[src/rtl/wdg_pkg.sv]
package wdg_pkg;

    localparam int ADDR_W = 3;

    typedef enum logic [ADDR_W-1:0] {
        A_CTRL   = 3'd0,
        A_OFFSET = 3'd1,
        A_CMP    = 3'd2,
        A_KICK   = 3'd3,
        A_STAT   = 3'd4
    } wdg_addr_e;

endpackage

[src/rtl/wdg_regs.sv]
module wdg_regs
    import wdg_pkg::*;
#(
    parameter int CNT_W = 64,
    parameter int OFF_W = 32
) (
    input  logic                clk,
    input  logic                rst_n,
    input  logic                wr_en,
    input  logic [ADDR_W-1:0]   wr_addr,
    input  logic [CNT_W-1:0]    wr_data,
    input  logic [ADDR_W-1:0]   rd_addr,
    input  logic [CNT_W-1:0]    cmp_val,
    input  logic                warn,
    input  logic                bite,
    output logic                en,
    output logic [OFF_W-1:0]    offset,
    output logic [OFF_W-1:0]    eff_offset,
    output logic                reload_req,
    output logic                cmp_wr,
    output logic [CNT_W-1:0]    rd_data
);

    localparam int PAD_W = CNT_W - OFF_W;

    typedef struct packed {
        logic             en;
        logic [OFF_W-1:0] off;
    } regs_t;

    regs_t regs_d, regs_q;
    logic  wr_ctrl, wr_off, wr_kick;

    always_comb begin
        wr_ctrl    = wr_en && (wr_addr == A_CTRL);
        wr_off     = wr_en && (wr_addr == A_OFFSET);
        wr_kick    = wr_en && (wr_addr == A_KICK);
        cmp_wr     = wr_en && (wr_addr == A_CMP);
        reload_req = wr_off || wr_kick;

        regs_d = regs_q;
        if (wr_ctrl) regs_d.en  = wr_data[0];
        if (wr_off)  regs_d.off = wr_data[OFF_W-1:0];

        // an offset write reloads with the value being written
        eff_offset = wr_off ? wr_data[OFF_W-1:0] : regs_q.off;
    end

    always_ff @(posedge clk or negedge rst_n) begin
        if (!rst_n) regs_q <= '0;
        else        regs_q <= regs_d;
    end

    assign en     = regs_q.en;
    assign offset = regs_q.off;

    always_comb begin
        rd_data = '0;
        case (rd_addr)
            A_CTRL:   rd_data[0] = regs_q.en;
            A_OFFSET: rd_data    = {{PAD_W{1'b0}}, regs_q.off};
            A_CMP:    rd_data    = cmp_val;
            A_STAT:   rd_data[1:0] = {bite, warn};
            default:  rd_data    = '0;
        endcase
    end

    // the offset written is the offset held afterwards
    p_offset_store_r7: assert property (@(posedge clk) disable iff (!rst_n)
        wr_off |=> regs_q.off == $past(wr_data[OFF_W-1:0]));

    // only the enable bit reads back at the control address
    p_ctrl_read_r10: assert property (@(posedge clk) disable iff (!rst_n)
        (rd_addr == A_CTRL) |-> (rd_data[CNT_W-1:1] == '0));

endmodule

[src/rtl/wdg_deadline.sv]
module wdg_deadline #(
    parameter int              CNT_W   = 64,
    parameter int              OFF_W   = 32,
    parameter logic [CNT_W-1:0] CMP_RST = '1
) (
    input  logic              clk,
    input  logic              rst_n,
    input  logic [CNT_W-1:0]  sys_count,
    input  logic              en,
    input  logic [OFF_W-1:0]  eff_offset,
    input  logic              reload_req,
    input  logic              cmp_wr,
    input  logic [CNT_W-1:0]  cmp_wdata,
    output logic [CNT_W-1:0]  cmp_val,
    output logic              warn,
    output logic              bite
);

    localparam int PAD_W = CNT_W - OFF_W;

    typedef struct packed {
        logic [CNT_W-1:0] cmp;
        logic             warn;
        logic             bite;
    } dl_t;

    dl_t              dl_d, dl_q;
    logic             expired;
    logic [CNT_W-1:0] next_deadline;

    always_comb begin
        expired       = en && (sys_count >= dl_q.cmp);
        next_deadline = sys_count + {{PAD_W{1'b0}}, eff_offset};
        dl_d          = dl_q;

        if (reload_req) begin
            // refresh or offset write beats any timeout in this cycle
            dl_d.cmp  = next_deadline;
            dl_d.warn = 1'b0;
            dl_d.bite = 1'b0;
        end else if (cmp_wr) begin
            dl_d.cmp  = cmp_wdata;
            dl_d.warn = 1'b0;
            dl_d.bite = 1'b0;
        end else if (!en) begin
            dl_d.warn = 1'b0;
            dl_d.bite = 1'b0;
        end else if (expired) begin
            dl_d.cmp = next_deadline;
            if (!dl_q.warn) dl_d.warn = 1'b1;
            else            dl_d.bite = 1'b1;
        end
    end

    always_ff @(posedge clk or negedge rst_n) begin
        if (!rst_n) begin
            dl_q.cmp  <= CMP_RST;
            dl_q.warn <= 1'b0;
            dl_q.bite <= 1'b0;
        end else begin
            dl_q <= dl_d;
        end
    end

    assign cmp_val = dl_q.cmp;
    assign warn    = dl_q.warn;
    assign bite    = dl_q.bite;

    // the final stage never stands without the warning
    p_bite_needs_warn_r4: assert property (@(posedge clk) disable iff (!rst_n)
        dl_q.bite |-> dl_q.warn);

    // a disabled cycle leaves both stages low afterwards
    p_disabled_quiet_r2: assert property (@(posedge clk) disable iff (!rst_n)
        !en |=> (!dl_q.warn && !dl_q.bite));

    // the warning only rises after an enabled cycle at or past the deadline
    p_warn_cause_r3: assert property (@(posedge clk) disable iff (!rst_n)
        $rose(dl_q.warn) |-> ($past(en) && ($past(sys_count) >= $past(dl_q.cmp))));

    // bite holds while enabled with no reload or compare write
    p_bite_sticky_r5: assert property (@(posedge clk) disable iff (!rst_n)
        (dl_q.bite && en && !reload_req && !cmp_wr) |=> dl_q.bite);

    // a direct compare write lands unchanged
    p_cmp_write_r8: assert property (@(posedge clk) disable iff (!rst_n)
        (cmp_wr && !reload_req) |=> (dl_q.cmp == $past(cmp_wdata)));

endmodule

[src/rtl/wdg_two_stage.sv]
module wdg_two_stage
    import wdg_pkg::*;
#(
    parameter int CNT_W = 64,
    parameter int OFF_W = 32
) (
    input  logic              clk,
    input  logic              rst_n,
    input  logic [CNT_W-1:0]  sys_count,
    input  logic              wr_en,
    input  logic [ADDR_W-1:0] wr_addr,
    input  logic [CNT_W-1:0]  wr_data,
    input  logic [ADDR_W-1:0] rd_addr,
    output logic [CNT_W-1:0]  rd_data,
    output logic              warn_o,
    output logic              bite_o
);

    logic             en;
    logic [OFF_W-1:0] offset;
    logic [OFF_W-1:0] eff_offset;
    logic             reload_req;
    logic             cmp_wr;
    logic [CNT_W-1:0] cmp_val;
    logic             warn, bite;

    wdg_regs #(.CNT_W(CNT_W), .OFF_W(OFF_W)) u_regs (
        .clk        (clk),
        .rst_n      (rst_n),
        .wr_en      (wr_en),
        .wr_addr    (wr_addr),
        .wr_data    (wr_data),
        .rd_addr    (rd_addr),
        .cmp_val    (cmp_val),
        .warn       (warn),
        .bite       (bite),
        .en         (en),
        .offset     (offset),
        .eff_offset (eff_offset),
        .reload_req (reload_req),
        .cmp_wr     (cmp_wr),
        .rd_data    (rd_data)
    );

    wdg_deadline #(.CNT_W(CNT_W), .OFF_W(OFF_W)) u_deadline (
        .clk        (clk),
        .rst_n      (rst_n),
        .sys_count  (sys_count),
        .en         (en),
        .eff_offset (eff_offset),
        .reload_req (reload_req),
        .cmp_wr     (cmp_wr),
        .cmp_wdata  (wr_data),
        .cmp_val    (cmp_val),
        .warn       (warn),
        .bite       (bite)
    );

    assign warn_o = warn;
    assign bite_o = bite;

    // a refresh clears both stages even if a timeout was due
    p_kick_clears_r9: assert property (@(posedge clk) disable iff (!rst_n)
        (wr_en && wr_addr == A_KICK) |=> (!warn_o && !bite_o));

    // a refresh reloads from the count and the held offset
    p_kick_reload_r6: assert property (@(posedge clk) disable iff (!rst_n)
        (wr_en && wr_addr == A_KICK) |=>
        (cmp_val == $past(sys_count) + {{(CNT_W-OFF_W){1'b0}}, $past(offset)}));

    // the status address mirrors the stage outputs
    p_status_read_r10: assert property (@(posedge clk) disable iff (!rst_n)
        (rd_addr == A_STAT) |-> (rd_data[1:0] == {bite_o, warn_o}));

endmodule

[config.mk]
export PLATFORM = sky130hd
export DESIGN_NAME = wdg_two_stage
export DESIGN_NICKNAME = d
export VERILOG_FILES = /design/src/rtl/wdg_pkg.sv /design/src/rtl/wdg_regs.sv /design/src/rtl/wdg_deadline.sv /design/src/rtl/wdg_two_stage.sv
export SDC_FILE = /design/constraint.sdc
export NUM_CORES = 1
export LEC_CHECK = 0
export CORE_ASPECT_RATIO = 1.75
export CORE_UTILIZATION = 61
export CTS_BUF_LIST = sky130_fd_sc_hd__clkbuf_8 sky130_fd_sc_hd__clkbuf_16
export DETAILED_ROUTE_END_ITERATION = 8
export DONT_BUFFER_PORTS = 1
export PLACE_DENSITY = 0.82
export RECOVER_POWER = 25
export SLEW_MARGIN = 20
export SYNTH_ARGS = -nofsm -noshare
export SYNTH_HDL_FRONTEND = slang
export SYNTH_HIERARCHICAL = 1
export SYNTH_SLANG_ARGS = --single-unit
[constraint.sdc]
create_clock -name clk -period 3.6 [get_ports clk]
set_clock_uncertainty 0.05 [all_clocks]
set_input_delay 0.36 -clock clk [delete_from_list [all_inputs] [get_ports clk]]
set_output_delay 0.36 -clock clk [all_outputs]
set_load 0.1 [all_outputs]
==> metrics.md <==
| Metric | Value |
|---|---|
| Inst Count DP | `1362` |
| Post-Layout Cell Count | `1386` |
| Die ar. | `15300 µm²` |
| Sequential share of the synthesized area | `28.35%` |
| Largest net degree at the start of global routing | `100` |
| First-pass GRT wire length | `45.20 mm` |
| Worst-Margin Slew | `1058 ps` |
| Total GRT Usage | `38.18%` |
| Unrepaired setup endpoints after global routing | `true` |
| Met3 WL | `2.148 mm` |
| Crit path kind | `in2reg` |
| Post-route ant nets | `0` |
| Drt drc | `0` |
| CP Capture Type | `register` |
| DR vias | `9143` |
| Area leader, netlist | `dfstp_2` |
| CTS sink cnt | `99` |
| Post-route met1 wirelength | `9.889 mm` |
| DR iter-0 viols | `551` |
| Mapped Cells | `1059` |
| Max incr delay on CP | `420 ps` |
| Fin. Hold Viols | `0` |
| Final slew viol count | `0` |
| Post-synth EDFFs | `0` |
| Top Ports | `203` |
| Final period util | `99.61%` |
| Total gr overflow | `0` |
| Synth top area cells | `dfstp_2 19%, ha_1 13%, dfrtp_1 9.7%` |
| Post-Route WL | `29.98 mm` |
| WL met2 | `16.00 mm` |
| DP HPWL | `22.40 mm` |
| Yosys cell types | `72` |
| Worst min-delay path class | `in2reg` |
| Pwr Density | `663.0 nW/µm²` |
| VDD IR max | `0.4008 mV` |
| Cell area after layout | `11120 µm²` |
| Die Wd | `93.94 µm` |
| CP required | `3820 ps` |
| Highest metal layer with signal wires | `met4` |
| I/O Buffers | `0` |
| Final Wtd Congestion | `0.9348` |
| Fraction of layout cells with a size suffix above 1 | `29.35%` |
| CP Cell Sequence | `nand2b_4 > nor3_4 > buf_4 > buf_4 > mux2_2 > ha_4 > o211ai_1 > a21oi_2 > o41ai_2 > buf_4 > buf_4 > o31ai_2 > o21ai_2 > buf_4 > a211o_2 > nand3_1 > nand3_1 > mux2_2` |
| Via density | `6.597` |
| Clock slew at reported path FFs | `70 ps` |
| Ys Warns | `6` |
| Mean Syn Cell Area | `8.520 µm²` |
| Crit path launch type | `primary input` |
| Post-synthesis cell area | `9022 µm²` |
| CTS tree | `done` |
| Fmax | `0.2789 GHz` |
| Status | `complete, no violations` |
| CTS max path bufs | `2` |
| Die H | `162.9 µm` |
| H-tree depth | `3` |
| Min Tclk post-route | `3586 ps` |
| Top cell type's share of synthesized area | `18.64%` |
| Initial Util | `62.48%` |
| Cell mode on critical path | `buf_4` |
| Max_cap viols | `0` |
| Pre-Repair DR Iteration Count | `5` |
| Clock insertion delay at the later pin of the skew report | `350 ps` |
| CTS root buffer | `clkbuf_16` |
| Setup ws final | `13.89 ps` |
| Design Power | `7374 µW` |
| Pre-CTS setup slack | `-332.4 ps` |
| N_diodes | `0` |
| CTS buffer count | `9` |
| Nets | `1435` |
| Relative slew margins | `29.68%` |
| # setup viols final | `0` |
| Worst EP arrival | `3810 ps` |
| Top_reg_cell synth | `dfstp_2` |
| Fill count | `1024` |
| Drt wl/cell | `21.63 µm` |
| Vias in the first global route | `9425` |
| Slowest stage cell, crit path | `a211o_2` |
| Mapped Nets | `1293` |
| Core area | `14440 µm²` |
| Area Overhead vs Synth | `23.27%` |
| Final Util | `77.01%` |
| CP Max Fanout | `6` |
| Placed cell area | `10570 µm²` |
| Seq cells post-synth | `99` |
| Asr flop ratio synth | `100.0%` |
| Leakage power figure | `0.005223 µW` |
| Core Rows | `58` |
| Initial antenna violation count | `0` |
==> cell type report <==
class	count	area [µm²]	share of cell area [%]
clock buffer	10	239.0	2.149
multi-input combinational	824	6282	56.49
sequential	99	2557	22.99
timing repair buffer	179	1430	12.86
tap	180	225.2	2.025
clock inverter	6	57.56	0.5175
inverter	88	330.3	2.970
==> critical path, delay by kind of cell <==
family	cells	cell delay, ps
AND/OR/NAND/NOR	4	480
AO/OA/AOI/OAI	6	1280
multiplexers	2	640
buffers and inverters	5	730
adder cells (fa/ha/maj)	1	300
==> cell families (layout without fill, tap and decap cells) <==
logic type | after synthesis | after routing | synth area share (%)
AOI/OAI and AO/OA | 331 | 331 | 24.53
and+or+nand+nor | 314 | 314 | 18.36
buffers and inverters | 136 | 283 | 6.033
DFF | 99 | 99 | 28.35
adders and majority gates | 97 | 97 | 13.53
muxes | 48 | 48 | 5.894
xor gates and xnor gates | 34 | 34 | 3.300
==> path summary, 6_finish.rpt <==
kind | from | slack, ps | endpoint | cells past startpoint
min reg2reg | u_deadline/cmp_val[37] | 430 | u_deadline/cmp_val[37] | 2
max reg2reg | u_regs/offset[0] | 120 | u_deadline/cmp_val[48] | 16
min | wr_data[24] | 70 | u_deadline/cmp_val[24] | 2
max in group asynchronous | rst_n | 2510 | u_deadline/cmp_val[12] | 2
min in group asynchronous | rst_n | 550 | u_regs/offset[4] | 2
max | wr_addr[2] | 10 | u_deadline/cmp_val[48] | 18
==> metrics by stage <==
stage	TNS [ps]	hold slack [ps]
after floorplan	-24.53	14.41
after global placement	-5640	20.28
after detailed placement	-9928	19.88
after CTS	0	59.29
after global routing	-616.7	75.57
final	0	70.48
==> flip-flops by register name, summed over array words and instances (netlist names) <==
signal,flops
u_regs/en,1
u_deadline/warn,1
u_deadline/bite,1
u_deadline/cmp_val,64
u_regs/offset,32
==> cells in the mapped netlist, drive strengths merged, types with 15 or more instances <==
master	count
ha	96
a21oi	92
inv	88
nor2	71
nand2	67
dfstp	64
o21ai	48
and2	43
mux2	41
dfrtp	35
a21o	33
a22o	33
clkbuf	33
a211oi	27
nor3	27
nand3	21
xnor2	18
xor2	16
and3	15
buf	15
o22ai	15
==> cells in the final DEF, fill, tap and decap left out, types with 12 or more instances in the layout <==
| cell | count |
|---|---|
| o21ai_0 | 43 |
| xor2_1 | 16 |
| nor3_1 | 24 |
| nand3_1 | 19 |
| xnor2_1 | 17 |
| and2_1 | 42 |
| a31oi_1 | 12 |
| inv_1 | 90 |
| dfrtp_1 | 35 |
| a21oi_1 | 89 |
| o22ai_1 | 15 |
| mux2_2 | 37 |
| ha_1 | 87 |
| dfstp_2 | 64 |
| o211ai_1 | 12 |
| nor2_1 | 70 |
| nand2_1 | 66 |
| buf_4 | 170 |
| a22o_1 | 33 |
| nand4_1 | 13 |
| a211oi_1 | 23 |
| and3_1 | 13 |
| a21o_1 | 33 |
==> where the power goes <==
part / total [µW] / internal (µW) / switching (µW)
registers: 2110 / 1810 / 297
clock network: 1010 / 553 / 455
logic: 4260 / 1720 / 2540
==> routing by layer <==
| layer | up-vias | GRT usage [%] |
|---|---|---|
| met2 | 484 | 69.94 |
| met1 | 4352 | 36.76 |
| met5 | - | 0 |
| met4 | 0 | 26.99 |
| li1 | 4155 | - |
| met3 | 152 | 8.310 |
==> what timing repair did <==
| action | CTS | global route |
|---|---|---|
| gates cloned | 0 | 1 |
| pin swaps | 0 | 11 |
| setup endpoints to repair | 1 | 38 |
| hold buffers | 2 | 0 |
| resized for setup | 1 | 34 |
| endpoints found under the hold margin | 99 | 0 |
| setup buffers | 0 | 5 |
Note: power is estimated with default switching activity, not from simulation.
